`src/rtl/edge_blank_pkg.sv`:
```
package edge_blank_pkg;

  // Phase of the blanking-window sequencer
  typedef enum logic [1:0] {
    PH_IDLE   = 2'd0,
    PH_OFFSET = 2'd1,
    PH_WINDOW = 2'd2
  } winPhase_e;

  // Strobes passed from the window control to the event datapath
  typedef struct packed {
    logic windowOpen;   // current cycle lies inside the window
    logic offsetRun;    // offset count in progress
  } winCtl_t;

endpackage

```
`src/rtl/edge_blank_ctrl.sv`:
```
module edge_blank_ctrl
  import edge_blank_pkg::*;
#(
  parameter int CNT_W = 16
) (
  input  logic             clk,
  input  logic             rstN,
  input  logic             zeroStrobe,
  input  logic [CNT_W-1:0] cfgOffset,
  input  logic [CNT_W-1:0] cfgWidth,
  output winCtl_t          winCtl
);

  localparam logic [CNT_W-1:0] CNT_ONE  = CNT_W'(1);
  localparam logic [CNT_W-1:0] CNT_ZERO = '0;

  winPhase_e        phase, phaseNxt;
  logic [CNT_W-1:0] cnt, cntNxt;

  logic offsetZero, widthZero, offsetDone, widthDone;

  assign offsetZero = (cfgOffset == CNT_ZERO);
  assign widthZero  = (cfgWidth == CNT_ZERO);
  assign offsetDone = (cnt == (cfgOffset - CNT_ONE));
  assign widthDone  = (cnt == (cfgWidth - CNT_ONE));

  always_comb begin
    phaseNxt = phase;
    cntNxt   = cnt;
    if (zeroStrobe) begin
      // every strobe restarts the sequence from its own reference point
      cntNxt = CNT_ZERO;
      if (!offsetZero)     phaseNxt = PH_OFFSET;
      else if (!widthZero) phaseNxt = PH_WINDOW;
      else                 phaseNxt = PH_IDLE;
    end else begin
      unique case (phase)
        PH_OFFSET: begin
          if (offsetDone) begin
            cntNxt   = CNT_ZERO;
            phaseNxt = widthZero ? PH_IDLE : PH_WINDOW;
          end else begin
            cntNxt = cnt + CNT_ONE;
          end
        end
        PH_WINDOW: begin
          if (widthDone) begin
            cntNxt   = CNT_ZERO;
            phaseNxt = PH_IDLE;
          end else begin
            cntNxt = cnt + CNT_ONE;
          end
        end
        default: begin
          cntNxt   = CNT_ZERO;
          phaseNxt = PH_IDLE;
        end
      endcase
    end
  end

  always_ff @(posedge clk) begin
    if (!rstN) begin
      phase <= PH_IDLE;
      cnt   <= CNT_ZERO;
    end else begin
      phase <= phaseNxt;
      cnt   <= cntNxt;
    end
  end

  assign winCtl.windowOpen = (phase == PH_WINDOW);
  assign winCtl.offsetRun  = (phase == PH_OFFSET);

endmodule

```
`src/rtl/edge_blank_dpath.sv`:
```
module edge_blank_dpath
  import edge_blank_pkg::*;
#(
  parameter int SYNC_STAGES = 2
) (
  input  logic    clk,
  input  logic    rstN,
  input  logic    trigIn,
  input  winCtl_t winCtl,
  input  logic    cfgInvert,
  input  logic    cfgBlankEn,
  input  logic    cfgSyncFilt,
  output logic    rawEvt,
  output logic    filtEvt,
  output logic    syncEvt
);

  localparam int LAST = SYNC_STAGES - 1;

  logic [LAST:0] syncChain;
  logic          levelPrev;
  logic          passEvt;

  // flop synchroniser, depth chosen by parameter
  generate
    for (genvar s = 0; s <= LAST; s++) begin : g_sync
      if (s == 0) begin : g_first
        always_ff @(posedge clk) begin
          if (!rstN) syncChain[0] <= 1'b0;
          else       syncChain[0] <= trigIn;
        end
      end else begin : g_next
        always_ff @(posedge clk) begin
          if (!rstN) syncChain[s] <= 1'b0;
          else       syncChain[s] <= syncChain[s-1];
        end
      end
    end
  endgenerate

  always_ff @(posedge clk) begin
    if (!rstN) levelPrev <= 1'b0;
    else       levelPrev <= syncChain[LAST];
  end

  // rising edge qualified by the new high level
  assign rawEvt = syncChain[LAST] & ~levelPrev;

  always_comb begin
    if (cfgInvert) passEvt = rawEvt &  winCtl.windowOpen;
    else           passEvt = rawEvt & ~winCtl.windowOpen;
  end

  assign filtEvt = cfgBlankEn  ? passEvt : rawEvt;
  assign syncEvt = cfgSyncFilt ? filtEvt : rawEvt;

endmodule

```
`src/rtl/edge_blank_filter.sv`:
```
module edge_blank_filter
  import edge_blank_pkg::*;
#(
  parameter int CNT_W       = 16,
  parameter int SYNC_STAGES = 2
) (
  input  logic             clk,
  input  logic             rstN,
  input  logic             trigIn,
  input  logic             zeroStrobe,
  input  logic [CNT_W-1:0] cfgOffset,
  input  logic [CNT_W-1:0] cfgWidth,
  input  logic             cfgInvert,
  input  logic             cfgBlankEn,
  input  logic             cfgSyncFilt,
  output logic             rawEvt,
  output logic             filtEvt,
  output logic             syncEvt
);

  winCtl_t winCtl;

  edge_blank_ctrl #(.CNT_W(CNT_W)) ctrl_i (
    .clk        (clk),
    .rstN       (rstN),
    .zeroStrobe (zeroStrobe),
    .cfgOffset  (cfgOffset),
    .cfgWidth   (cfgWidth),
    .winCtl     (winCtl)
  );

  edge_blank_dpath #(.SYNC_STAGES(SYNC_STAGES)) dpath_i (
    .clk         (clk),
    .rstN        (rstN),
    .trigIn      (trigIn),
    .winCtl      (winCtl),
    .cfgInvert   (cfgInvert),
    .cfgBlankEn  (cfgBlankEn),
    .cfgSyncFilt (cfgSyncFilt),
    .rawEvt      (rawEvt),
    .filtEvt     (filtEvt),
    .syncEvt     (syncEvt)
  );

endmodule

```
`config.mk`:
```
export PLATFORM = sky130hd
export DESIGN_NAME = edge_blank_filter
export DESIGN_NICKNAME = d
export VERILOG_FILES = /design/src/rtl/edge_blank_pkg.sv /design/src/rtl/edge_blank_ctrl.sv /design/src/rtl/edge_blank_dpath.sv /design/src/rtl/edge_blank_filter.sv
export SDC_FILE = /design/constraint.sdc
export NUM_CORES = 1
export LEC_CHECK = 0
export ABC_AREA = 1
export BUFFER_PORTS_ARGS = -buffer_cell sky130_fd_sc_hd__buf_2
export CAP_MARGIN = 15
export CORE_ASPECT_RATIO = 1.5
export CORE_MARGIN = 2
export CORE_UTILIZATION = 51
export DETAILED_ROUTE_END_ITERATION = 16
export PLACE_DENSITY = 0.77
export SYNTH_ARGS = -nofsm -noshare
export SYNTH_HDL_FRONTEND = slang
export SYNTH_SLANG_ARGS = --single-unit
export TNS_END_PERCENT = 30
```
`constraint.sdc`:
```
create_clock -name clk -period 1.8 [get_ports clk]
set_input_delay 0.09 -clock clk [delete_from_list [all_inputs] [get_ports clk]]
set_output_delay 0.09 -clock clk [all_outputs]
set_load 0.005 [all_outputs]
```
==> impl_metrics.py, run 1 <==
metrics = {
    "cts": {
        "ctsHoldBuffers": 0,
        "htreeDepth": 1,
        "clock_latency_ns": 0.27,
        "cts_buffers": 3,
        "clock_path_buffers": 2,
        "clkTransAtPathRegs_ns": 0.09,
        "cts_num_sinks": 21,
        "cts_tree": "built",
        "clockRootBuffer": "clkbuf_8",
    },
    "global_routing": {
        "antenna_found_initial": 0,
        "grt_pass1_vias": 2512,
        "grt_max_degree": 15,
        "grtUsageMet2_pct": 48.7,
        "grtUsageTotal_pct": 23.9,
        "grt_use_met3_pct": 2.69,
        "gr-total-overflow": 0,
        "grt_pass1_wl_um": 9780,
        "use_met1_pct": 24.2,
        "top_usage_layer": "met2",
    },
    "synthesis": {
        "yosysSeqAreaShare_pct": 18.2,
        "synth_fp_nets": 458,
        "yosysWarnings": 0,
        "synth_top_area_share_pct": 21.6,
        "synth_area_leaders": "nand2_1, dfxtp_1, inv_1, nor2_1, nand3_1",
        "syn_inst": 414,
        "syn_area_um2": 2310,
        "yosys.cell_types.count": 27,
        "ys_ff_latch": 21,
        "avgSynthCellArea_um2": 5.59,
        "yosysTopAreaCell": "nand2_1",
    },
    "drt": {
        "vias": 2609,
        "wl_um": 5960,
        "routed_via_density": 5.00,
        "avgRoutedWirePerCell_um": 11.4,
        "first_pass_iters": 10,
        "postRouteAntennaNets": 0,
        "post-route-drc-count": 1,
        "initialDrtViolationCount": 66,
    },
    "floorplanning": {
        "chipHeight_um": 86.5,
        "die_x_um": 59.0,
        "placementRows": 30,
        "dieArea_um2": 5100,
        "initial_utilization_pct": 52.2,
        "core_area_um2": 4430,
        "io_pins": 42,
    },
    "placement": {
        "dp_hpwl_um": 4720,
        "routabilityCongestion": 0.947,
        "io_buffers": 41,
        "pre_cts_ws_ns": -0.144,
    },
    "timing": {
        "finalCritPeriodShare_pct": 98.2,
        "max_slew.worst_pin.slew_ns": 0.532,
        "final.setup.worst_slack_ns": 0.0331,
        "slew_headroom_pct": 64.5,
        "slew_violations": 0,
        "fin_crit_ns": 1.77,
        "grt_setup_unrepaired": "yes",
        "clock-skew-final_ns": 0.00999,
        "setup_violations": 0,
        "fmax_mhz": 566,
        "hold_viol": 0,
    },
    "min_path": {
        "holdPathEnd": "dpath_i.syncChain[0]",
        "min-delay-start": "trigIn",
        "min_path_type": "in2reg",
        "hold_depth": 3,
    },
    "worst_setup_path": {
        "critPathLaunch": "ctrl_i.cnt[0]",
        "cp_data_arrival_time_ns": 1.98,
        "criticalPathCategory": "reg2reg",
        "end_kind": "register",
        "rr_endpoint": "ctrl_i.cnt[14]",
        "path_max_fanout": 6,
        "r2r-start": "ctrl_i.cnt[0]",
        "cp_data_required_time_ns": 2.01,
        "start_kind": "register",
        "r2r_slack_ns": 0.03,
        "rr_worst_depth": 10,
    },
    "finish": {
        "layout-area-overhead-vs-synth_pct": 23.7,
        "diodes": 0,
        "fin_nets": 519,
        "drive_gt1_share_pct": 25.3,
        "final_util_pct": 64.6,
    },
    "power": {
        "cellLeakagePower_nw": 1.34,
        "internal_power_uw": 757,
        "ir_worst_vdd_v": 0.000388,
        "switching_share_pct": 32.8,
        "p_clk_share_pct": 28.7,
        "seqPwrFrac_pct": 42.1,
        "p_sw_uw": 370,
        "total_power_mw": 1.13,
        "powerDensity_nw_per_um2": 394,
        "combPwrFrac_pct": 29.1,
    },
    "status": {
        "violations": "DRC",
        "status": "finished, violations left",
    },
    "flow_run": {
        "maxCapViolCount": 0,
    },
}
==> cells in the mapped netlist <==
cell,instances
a21oi_1,4
a31oi_1,1
buf_12,1
clkbuf_2,1
dfxtp_1,21
ha_1,5
inv_1,64
inv_2,4
nand2_1,133
nand2_2,3
nand2_4,1
nand3_1,41
nand3b_1,3
nand4_1,4
nor2_1,60
nor2_2,17
nor2_4,3
nor3_1,2
nor3_2,1
nor4_1,1
o21ai_0,13
o21ai_2,1
o21bai_1,1
o221ai_1,2
xnor2_1,12
xnor3_1,1
xor2_1,14
==> flip-flops by register name, indices dropped and copies added (netlist names) <==
register / flops
ctrl_i.cnt: 16
ctrl_i.phase: 2
dpath_i.levelPrev: 1
dpath_i.syncChain: 2
==> critical path: stages, from the launching register on <==
cell and delay [ns]:
dfxtp_4 0.39, ha_4 0.15, nand3_1 0.13, nor3_2 0.25, nand3_2 0.12, nor2_2 0.13, nand3_2 0.12, nor2_1 0.13
nand2_1 0.07, xor2_1 0.14, nor2_1 0.08
==> layout by cell type, fill, tap and decap left out, types with 12 or more instances in the layout <==
cell type  instances
buf_2             41
buf_4             15
dfxtp_1           15
inv_1             62
nand2_1          128
nand3_1           37
nor2_1            53
nor2_2            24
o21ai_0           12
xor2_1            14
==> power by group through the flow <==
stage,logic (mW),clock network [mW],registers (mW)
global route,0.371,0.353,0.476
CTS,0.303,0.329,0.479
global placement,0.289,0,0.489
detailed placement,0.295,0,0.489
finish,0.328,0.324,0.475
floorplan,0.188,0,0.488
==> worst max path at each step <==
stage | end | slack, ns | depth (start not counted)
6_report | ctrl_i.cnt[14] | 0.03 | 10
5_1_grt | ctrl_i.cnt[10] | -0.07 | 9
3_5_place_dp | ctrl_i.cnt[0] | -0.14 | 16
2_1_floorplan | ctrl_i.cnt[14] | 0.07 | 10
4_1_cts | ctrl_i.cnt[14] | 0.002 | 10
3_3_place_gp | ctrl_i.cnt[2] | -0.10 | 16
==> layer usage <==
metal	routed length (um)	up-vias
met3	117	10
met4	80	0
met1	2390	1163
met5	0	-
met2	3370	32
li1	-	1404
==> stage by stage <==
step | hold WS [ns] | TNS (ns) | cell area (um^2) | instances
after CTS | 0.0201 | 0 | 2720 | 519
after global placement | 0.289 | -1.36 | 2660 | 515
after detailed placement | 0.288 | -1.93 | 2660 | 515
after floorplan | 0.183 | 0 | 2310 | 414
after global routing | 0.0233 | -1.08 | 2860 | 522
final | 0.0160 | 0 | 2860 | 522
==> layout make-up <==
| class | instances | area (um^2) |
|---|---|---|
| clock inverter | 1 | 7.51 |
| clock buffer | 3 | 41.3 |
| tap | 48 | 60.1 |
| fill | 468 | 1570 |
| inverter | 68 | 255 |
| multi-input combinational | 324 | 1730 |
| sequential | 21 | 435 |
| timing repair buffer | 57 | 329 |
==> cell families (layout without fill, tap and decap cells) <==
group	count (synthesis)	after routing	share of synthesized area [%]
AOI/OAI and AO/OA	22	22	5.41
xor gates and xnor gates	27	27	10.8
adders and majority gates	5	5	2.71
buffers and inverters	70	129	12.1
DFF	21	21	18.2
and+or+nand+nor	269	270	50.8
==> repair_timing <==
item                                    CTS  global route
resized for setup                         4            34
endpoints found under the setup margin    6            18
setup buffers                             0             2
gates cloned                              0             1
pin swaps                                 0            15
endpoints found under the hold margin     0             0
No activity file was read; power rests on OpenSTA's default activity.
==> inputs of run 2 (changes only) <==
--- a/config.mk
+++ b/config.mk
@@ -13,6 +13,9 @@
 export CORE_UTILIZATION = 51
 export DETAILED_ROUTE_END_ITERATION = 16
 export PLACE_DENSITY = 0.77
+export REMOVE_ABC_BUFFERS = 1
+export SETUP_SLACK_MARGIN = 0.1
+export SLEW_MARGIN = 20
 export SYNTH_ARGS = -nofsm -noshare
 export SYNTH_HDL_FRONTEND = slang
 export SYNTH_SLANG_ARGS = --single-unit
==> impl_metrics.py, run 2 (same netlist as run 1, synthesis figures left out) <==
metrics = {
    "status": {
        "status": "finished, violations left",
        "violations": "DRC",
    },
    "cts": {
        "clock_latency_ns": 0.27,
        "ctsHoldBuffers": 0,
        "cts_num_sinks": 21,
        "clock_path_buffers": 2,
        "cts_buffers": 3,
        "clockRootBuffer": "clkbuf_8",
        "cts_tree": "built",
        "htreeDepth": 1,
        "clkTransAtPathRegs_ns": 0.09,
    },
    "finish": {
        "instances_no_fill": 520,
        "mostFrequentLayoutCell": "nand2_1",
        "reg_top3": "ctrl_i.cnt: 16 flops, ctrl_i.phase: 2 flops, dpath_i.syncChain: 2 flops",
        "diodes": 0,
        "nFillCells": 457,
        "drive_gt1_share_pct": 22.9,
        "top_register": "ctrl_i.cnt",
        "finalInstanceArea_um2": 2820,
        "fin_nets": 517,
        "final_cell_mix": "nand2_1, inv_1, nor2_1, buf_2, nand3_1",
        "largest_reg_flops": 16,
        "layout-area-overhead-vs-synth_pct": 21.9,
    },
    "timing": {
        "fin_hold_ws_ns": 0.0116,
        "fmax_mhz": 573,
        "max_slew.worst_pin.slew_ns": 0.535,
        "fin_crit_ns": 1.75,
        "setup_violations": 0,
        "slew_headroom_pct": 64.3,
        "finalCritPeriodShare_pct": 97.0,
        "grt_setup_unrepaired": "yes",
        "clock-skew-final_ns": 0.0151,
        "slew_violations": 0,
        "hold_viol": 0,
    },
    "placement": {
        "io_buffers": 41,
        "postPlaceCellArea_um2": 2650,
        "placedCellCount": 514,
        "dp_hpwl_um": 4750,
        "routabilityCongestion": 0.900,
    },
    "min_path": {
        "min-delay-start": "trigIn",
        "hold_depth": 3,
        "holdPathEnd": "dpath_i.syncChain[0]",
        "min_path_type": "in2reg",
    },
    "power": {
        "p_sw_uw": 370,
        "combPwrFrac_pct": 28.5,
        "internal_power_uw": 751,
        "switching_share_pct": 33.0,
        "total_power_mw": 1.12,
        "p_clk_share_pct": 29.3,
        "seqPwrFrac_pct": 42.2,
        "cellLeakagePower_nw": 1.33,
        "ir_worst_vdd_v": 0.000458,
        "powerDensity_nw_per_um2": 398,
    },
    "worst_setup_path": {
        "r2r_slack_ns": 0.05,
        "rr_worst_depth": 10,
        "path_max_fanout": 7,
        "critPathLaunch": "ctrl_i.cnt[13]",
        "r2r-start": "ctrl_i.cnt[13]",
        "cpPeakStageDelay_ns": 0.51,
        "critPathSlowestCell": "dfxtp_1",
        "cp_data_required_time_ns": 1.95,
        "crit_chain": "xnor2_1, nand3b_1, nand2_1, nand3_1, nor2_1, nand2_1, o21ai_2, nand2_4, nand2_8, nor2_1",
        "cp_data_arrival_time_ns": 1.90,
        "rr_endpoint": "ctrl_i.cnt[14]",
        "start_kind": "register",
        "criticalPathCategory": "reg2reg",
        "end_kind": "register",
    },
    "global_routing": {
        "grt_max_degree": 14,
        "antenna_found_initial": 0,
        "grt_pass1_vias": 2518,
        "grtUsageTotal_pct": 24.3,
        "gr-total-overflow": 0,
        "grt_pass1_wl_um": 9900,
    },
    "floorplanning": {
        "dieArea_um2": 5100,
        "die_x_um": 59.0,
        "initial_utilization_pct": 52.2,
        "core_area_um2": 4430,
        "placementRows": 30,
        "io_pins": 42,
        "chipHeight_um": 86.5,
    },
    "drt": {
        "first_pass_iters": 11,
        "routed_via_density": 4.95,
        "wl_um": 5760,
        "initialDrtViolationCount": 94,
        "vias": 2573,
        "post-route-drc-count": 1,
        "avgRoutedWirePerCell_um": 11.1,
        "postRouteAntennaNets": 0,
    },
    "flow_run": {
        "maxCapViolCount": 0,
    },
}
==> run 2: cell types whose count changed in the layout (fill, tap and decap cells not counted), moves of 2 or more <==
cell / before / now
nand2_2: 7 / 3
nor2_2: 24 / 22
nand2_1: 128 / 132
buf_4: 15 / 13
nor2_1: 53 / 55
dfxtp_2: 3 / 1
==> run 2: worst max path at each step <==
stage                     cells after the start              end  slack, ns
after floorplan                              10   ctrl_i.cnt[14]       0.07
after global placement                       16    ctrl_i.cnt[2]       -0.1
after detailed placement                     16  ctrl_i.phase[0]      -0.15
after CTS                                    12   ctrl_i.cnt[11]       0.07
after global routing                         10   ctrl_i.cnt[13]       -0.1
final                                        10   ctrl_i.cnt[14]       0.05
==> run 2: what timing repair did <==
| item | CTS | global route |
|---|---|---|
| resized for setup | 11 | 17 |
| endpoints found under the setup margin | 18 | 18 |
| pin swaps | 0 | 11 |
| buffers inserted | 0 | 1 |
| gates cloned | 1 | 0 |
==> run 2: layout make-up <==
class                      instances  area, um^2  area share [%]
multi-input combinational        324        1700            60.4
sequential                        21         437            15.5
timing repair buffer              55         314            11.1
inverter                          68         255            9.06
tap                               48        60.1            2.13
clock buffer                       3        41.3            1.47
clock inverter                     1        7.51           0.266
==> run 2: power by group through the flow <==
stage	Sequential (mW)	Combinational [mW]	Clock [mW]
2_1_floorplan	0.488	0.185	0
3_5_place_dp	0.489	0.295	0
5_1_grt	0.475	0.365	0.350
4_1_cts	0.479	0.312	0.332
3_3_place_gp	0.489	0.288	0
6_report	0.474	0.319	0.329
==> run 2: worst max-delay path: cells and delay by family, from the launching register on <==
kind	cells	cell delay [ns]
AOI/OAI and AO/OA	1	0.19
xor gates and xnor gates	1	0.13
DFF	1	0.51
and+or+nand+nor	8	0.79
==> run 2: layer usage <==
| layer | GRT usage [%] | vias up | share of wire [%] |
|---|---|---|---|
| met3 | 2.69 | 18 | 2.4 |
| li1 | - | 1387 | - |
| met4 | 8.47 | 0 | 2.4 |
| met5 | 0 | - | 0 |
| met1 | 25.6 | 1134 | 40 |
| met2 | 47.4 | 34 | 56 |
==> run 2: metrics by stage <==
step	util, %	TNS, ns	setup slack (ns)
after CTS	61.9	0	0.0746
after floorplan	-	0	0.0677
after global routing	63.6	-0.869	-0.0957
after global placement	59.8	-1.30	-0.0968
after detailed placement	59.8	-1.86	-0.148
final	63.6	0	0.0547
==> inputs of run 3 (changes only) <==
--- a/config.mk
+++ b/config.mk
@@ -12,7 +12,7 @@
 export CORE_MARGIN = 2
 export CORE_UTILIZATION = 51
 export DETAILED_ROUTE_END_ITERATION = 16
-export PLACE_DENSITY = 0.77
+export PLACE_DENSITY_LB_ADDON = 0.12
 export REMOVE_ABC_BUFFERS = 1
 export SETUP_SLACK_MARGIN = 0.1
 export SLEW_MARGIN = 20
==> impl_metrics.py, run 3 (same netlist as run 1, synthesis figures left out) <==
metrics = {
    "power": {
        "ir_worst_vdd_v": 0.000435,
        "total_power_mw": 1.12,
        "cellLeakagePower_nw": 1.36,
        "powerDensity_nw_per_um2": 390,
    },
    "drt": {
        "routed_via_density": 4.97,
        "wl_um": 5780,
        "avgRoutedWirePerCell_um": 11.0,
        "first_pass_iters": 12,
        "vias": 2609,
        "postRouteAntennaNets": 0,
        "post-route-drc-count": 2,
        "initialDrtViolationCount": 95,
    },
    "timing": {
        "setup_violations": 0,
        "hold_viol": 0,
        "max_slew.worst_pin.slew_ns": 0.520,
        "fmax_mhz": 562,
        "fin_crit_ns": 1.78,
        "slew_headroom_pct": 65.3,
        "fin_hold_ws_ns": 0.0178,
        "clock-skew-final_ns": 0.00667,
        "finalCritPeriodShare_pct": 98.8,
        "tns_ns": 0,
        "slew_violations": 0,
        "grt_setup_unrepaired": "yes",
    },
    "worst_setup_path": {
        "critPathLaunch": "ctrl_i.cnt[0]",
        "cp_data_arrival_time_ns": 1.93,
        "criticalPathCategory": "reg2reg",
        "path_max_fanout": 5,
        "start_kind": "register",
        "rr_worst_depth": 10,
        "end_kind": "register",
        "cp_data_required_time_ns": 1.96,
        "r2r-start": "ctrl_i.cnt[0]",
        "r2r_slack_ns": 0.02,
        "rr_endpoint": "ctrl_i.cnt[14]",
    },
    "placement": {
        "io_buffers": 41,
        "postPlaceCellArea_um2": 2680,
        "dp_hpwl_um": 4770,
        "routabilityCongestion": 0.877,
    },
    "finish": {
        "layout-area-overhead-vs-synth_pct": 24.6,
        "fin_nets": 522,
        "final_cell_mix": "nand2_1, inv_1, nor2_1, buf_2, nand3_1",
        "final_util_pct": 65.0,
        "mostFrequentLayoutCell": "nand2_1",
        "largest_reg_flops": 16,
        "finalInstanceArea_um2": 2880,
        "drive_gt1_share_pct": 25.2,
        "top_register": "ctrl_i.cnt",
        "reg_top3": "ctrl_i.cnt: 16 flops, ctrl_i.phase: 2 flops, dpath_i.syncChain: 2 flops",
        "diodes": 0,
    },
    "global_routing": {
        "grt_use_met3_pct": 2.99,
        "grt_pass1_vias": 2370,
        "gr-total-overflow": 0,
        "grtUsageTotal_pct": 23.3,
        "grt_pass1_wl_um": 9420,
        "top_usage_layer": "met2",
        "antenna_found_initial": 0,
        "use_met1_pct": 26.0,
        "grt_max_degree": 14,
        "grtUsageMet2_pct": 43.4,
    },
    "min_path": {
        "hold_depth": 3,
        "holdPathEnd": "dpath_i.syncChain[0]",
        "min-delay-start": "trigIn",
        "min_path_type": "in2reg",
    },
    "floorplanning": {
        "die_x_um": 59.0,
        "dieArea_um2": 5100,
        "chipHeight_um": 86.5,
        "initial_utilization_pct": 52.2,
        "placementRows": 30,
        "core_area_um2": 4430,
        "io_pins": 42,
    },
    "status": {
        "violations": "DRC",
        "status": "finished, violations left",
    },
    "cts": {
        "htreeDepth": 1,
        "cts_buffers": 3,
        "cts_tree": "built",
        "clock_path_buffers": 2,
        "clkTransAtPathRegs_ns": 0.08,
        "ctsHoldBuffers": 0,
        "clock_latency_ns": 0.26,
        "clockRootBuffer": "clkbuf_8",
        "cts_num_sinks": 21,
    },
    "flow_run": {
        "maxCapViolCount": 0,
    },
}
run 3: cell types whose count changed in the layout (fill, tap and decap cells not counted), moves of 2 or more:
cell,change
nand2_2,+2
dfxtp_2,+3
nand3_1,-4
nand2_1,-2
dfxtp_4,-3
buf_4,+4
nand3_2,+4
run 3: how the worst max path moves through the flow:
stage / depth (start not counted) / slack [ns] / to
after CTS: 13 / -0.01 / ctrl_i.cnt[1]
final: 10 / 0.02 / ctrl_i.cnt[14]
after global routing: 11 / -0.16 / ctrl_i.cnt[13]
after detailed placement: 16 / -0.18 / ctrl_i.cnt[14]
after floorplan: 10 / 0.07 / ctrl_i.cnt[14]
after global placement: 16 / -0.12 / ctrl_i.cnt[2]
run 3: through the flow:
step	cells	setup slack (ns)
global route	525	-0.157
finish	525	0.0220
detailed placement	518	-0.175
floorplan	412	0.0677
global placement	518	-0.121
CTS	523	-0.0109
run 3: area by class of cell:
| class | count | area [um^2] |
|---|---|---|
| inverters | 68 | 255 |
| clock buffers | 3 | 41.3 |
| clock inverters | 1 | 7.51 |
| repair buffers | 60 | 355 |
| well taps | 48 | 60.1 |
| fillers | 463 | 1550 |
| flip-flops and latches | 21 | 429 |
| multi-input cells | 324 | 1730 |
run 3: metal layers:
metal	up-vias	routed length [um]
met5	-	0
met4	0	160
met3	18	140
met2	41	3160
met1	1151	2320
li1	1399	-
run 3: repair_timing:
item	in CTS	in global routing
pin swaps	1	9
endpoints found under the setup margin	18	18
setup buffers	0	2
gates cloned	1	0
endpoints found under the hold margin	0	0
gates resized for setup	12	21
run 3: worst max-delay path: stages (launching register included):
cell and delay [ns]:
dfxtp_4 0.38, ha_1 0.19, nand3_2 0.10, nor3_2 0.20, nand3_1 0.12, nor2_1 0.14, nand3_2 0.12, nor2_1 0.11
nand2_1 0.07, xor2_1 0.18, nor2_2 0.06
run 3: power by group:
| group | internal, mW | switching, mW | total (mW) |
|---|---|---|---|
| Sequential | 0.471 | 0.00582 | 0.477 |
| Combinational | 0.133 | 0.195 | 0.328 |
| Clock | 0.156 | 0.163 | 0.319 |
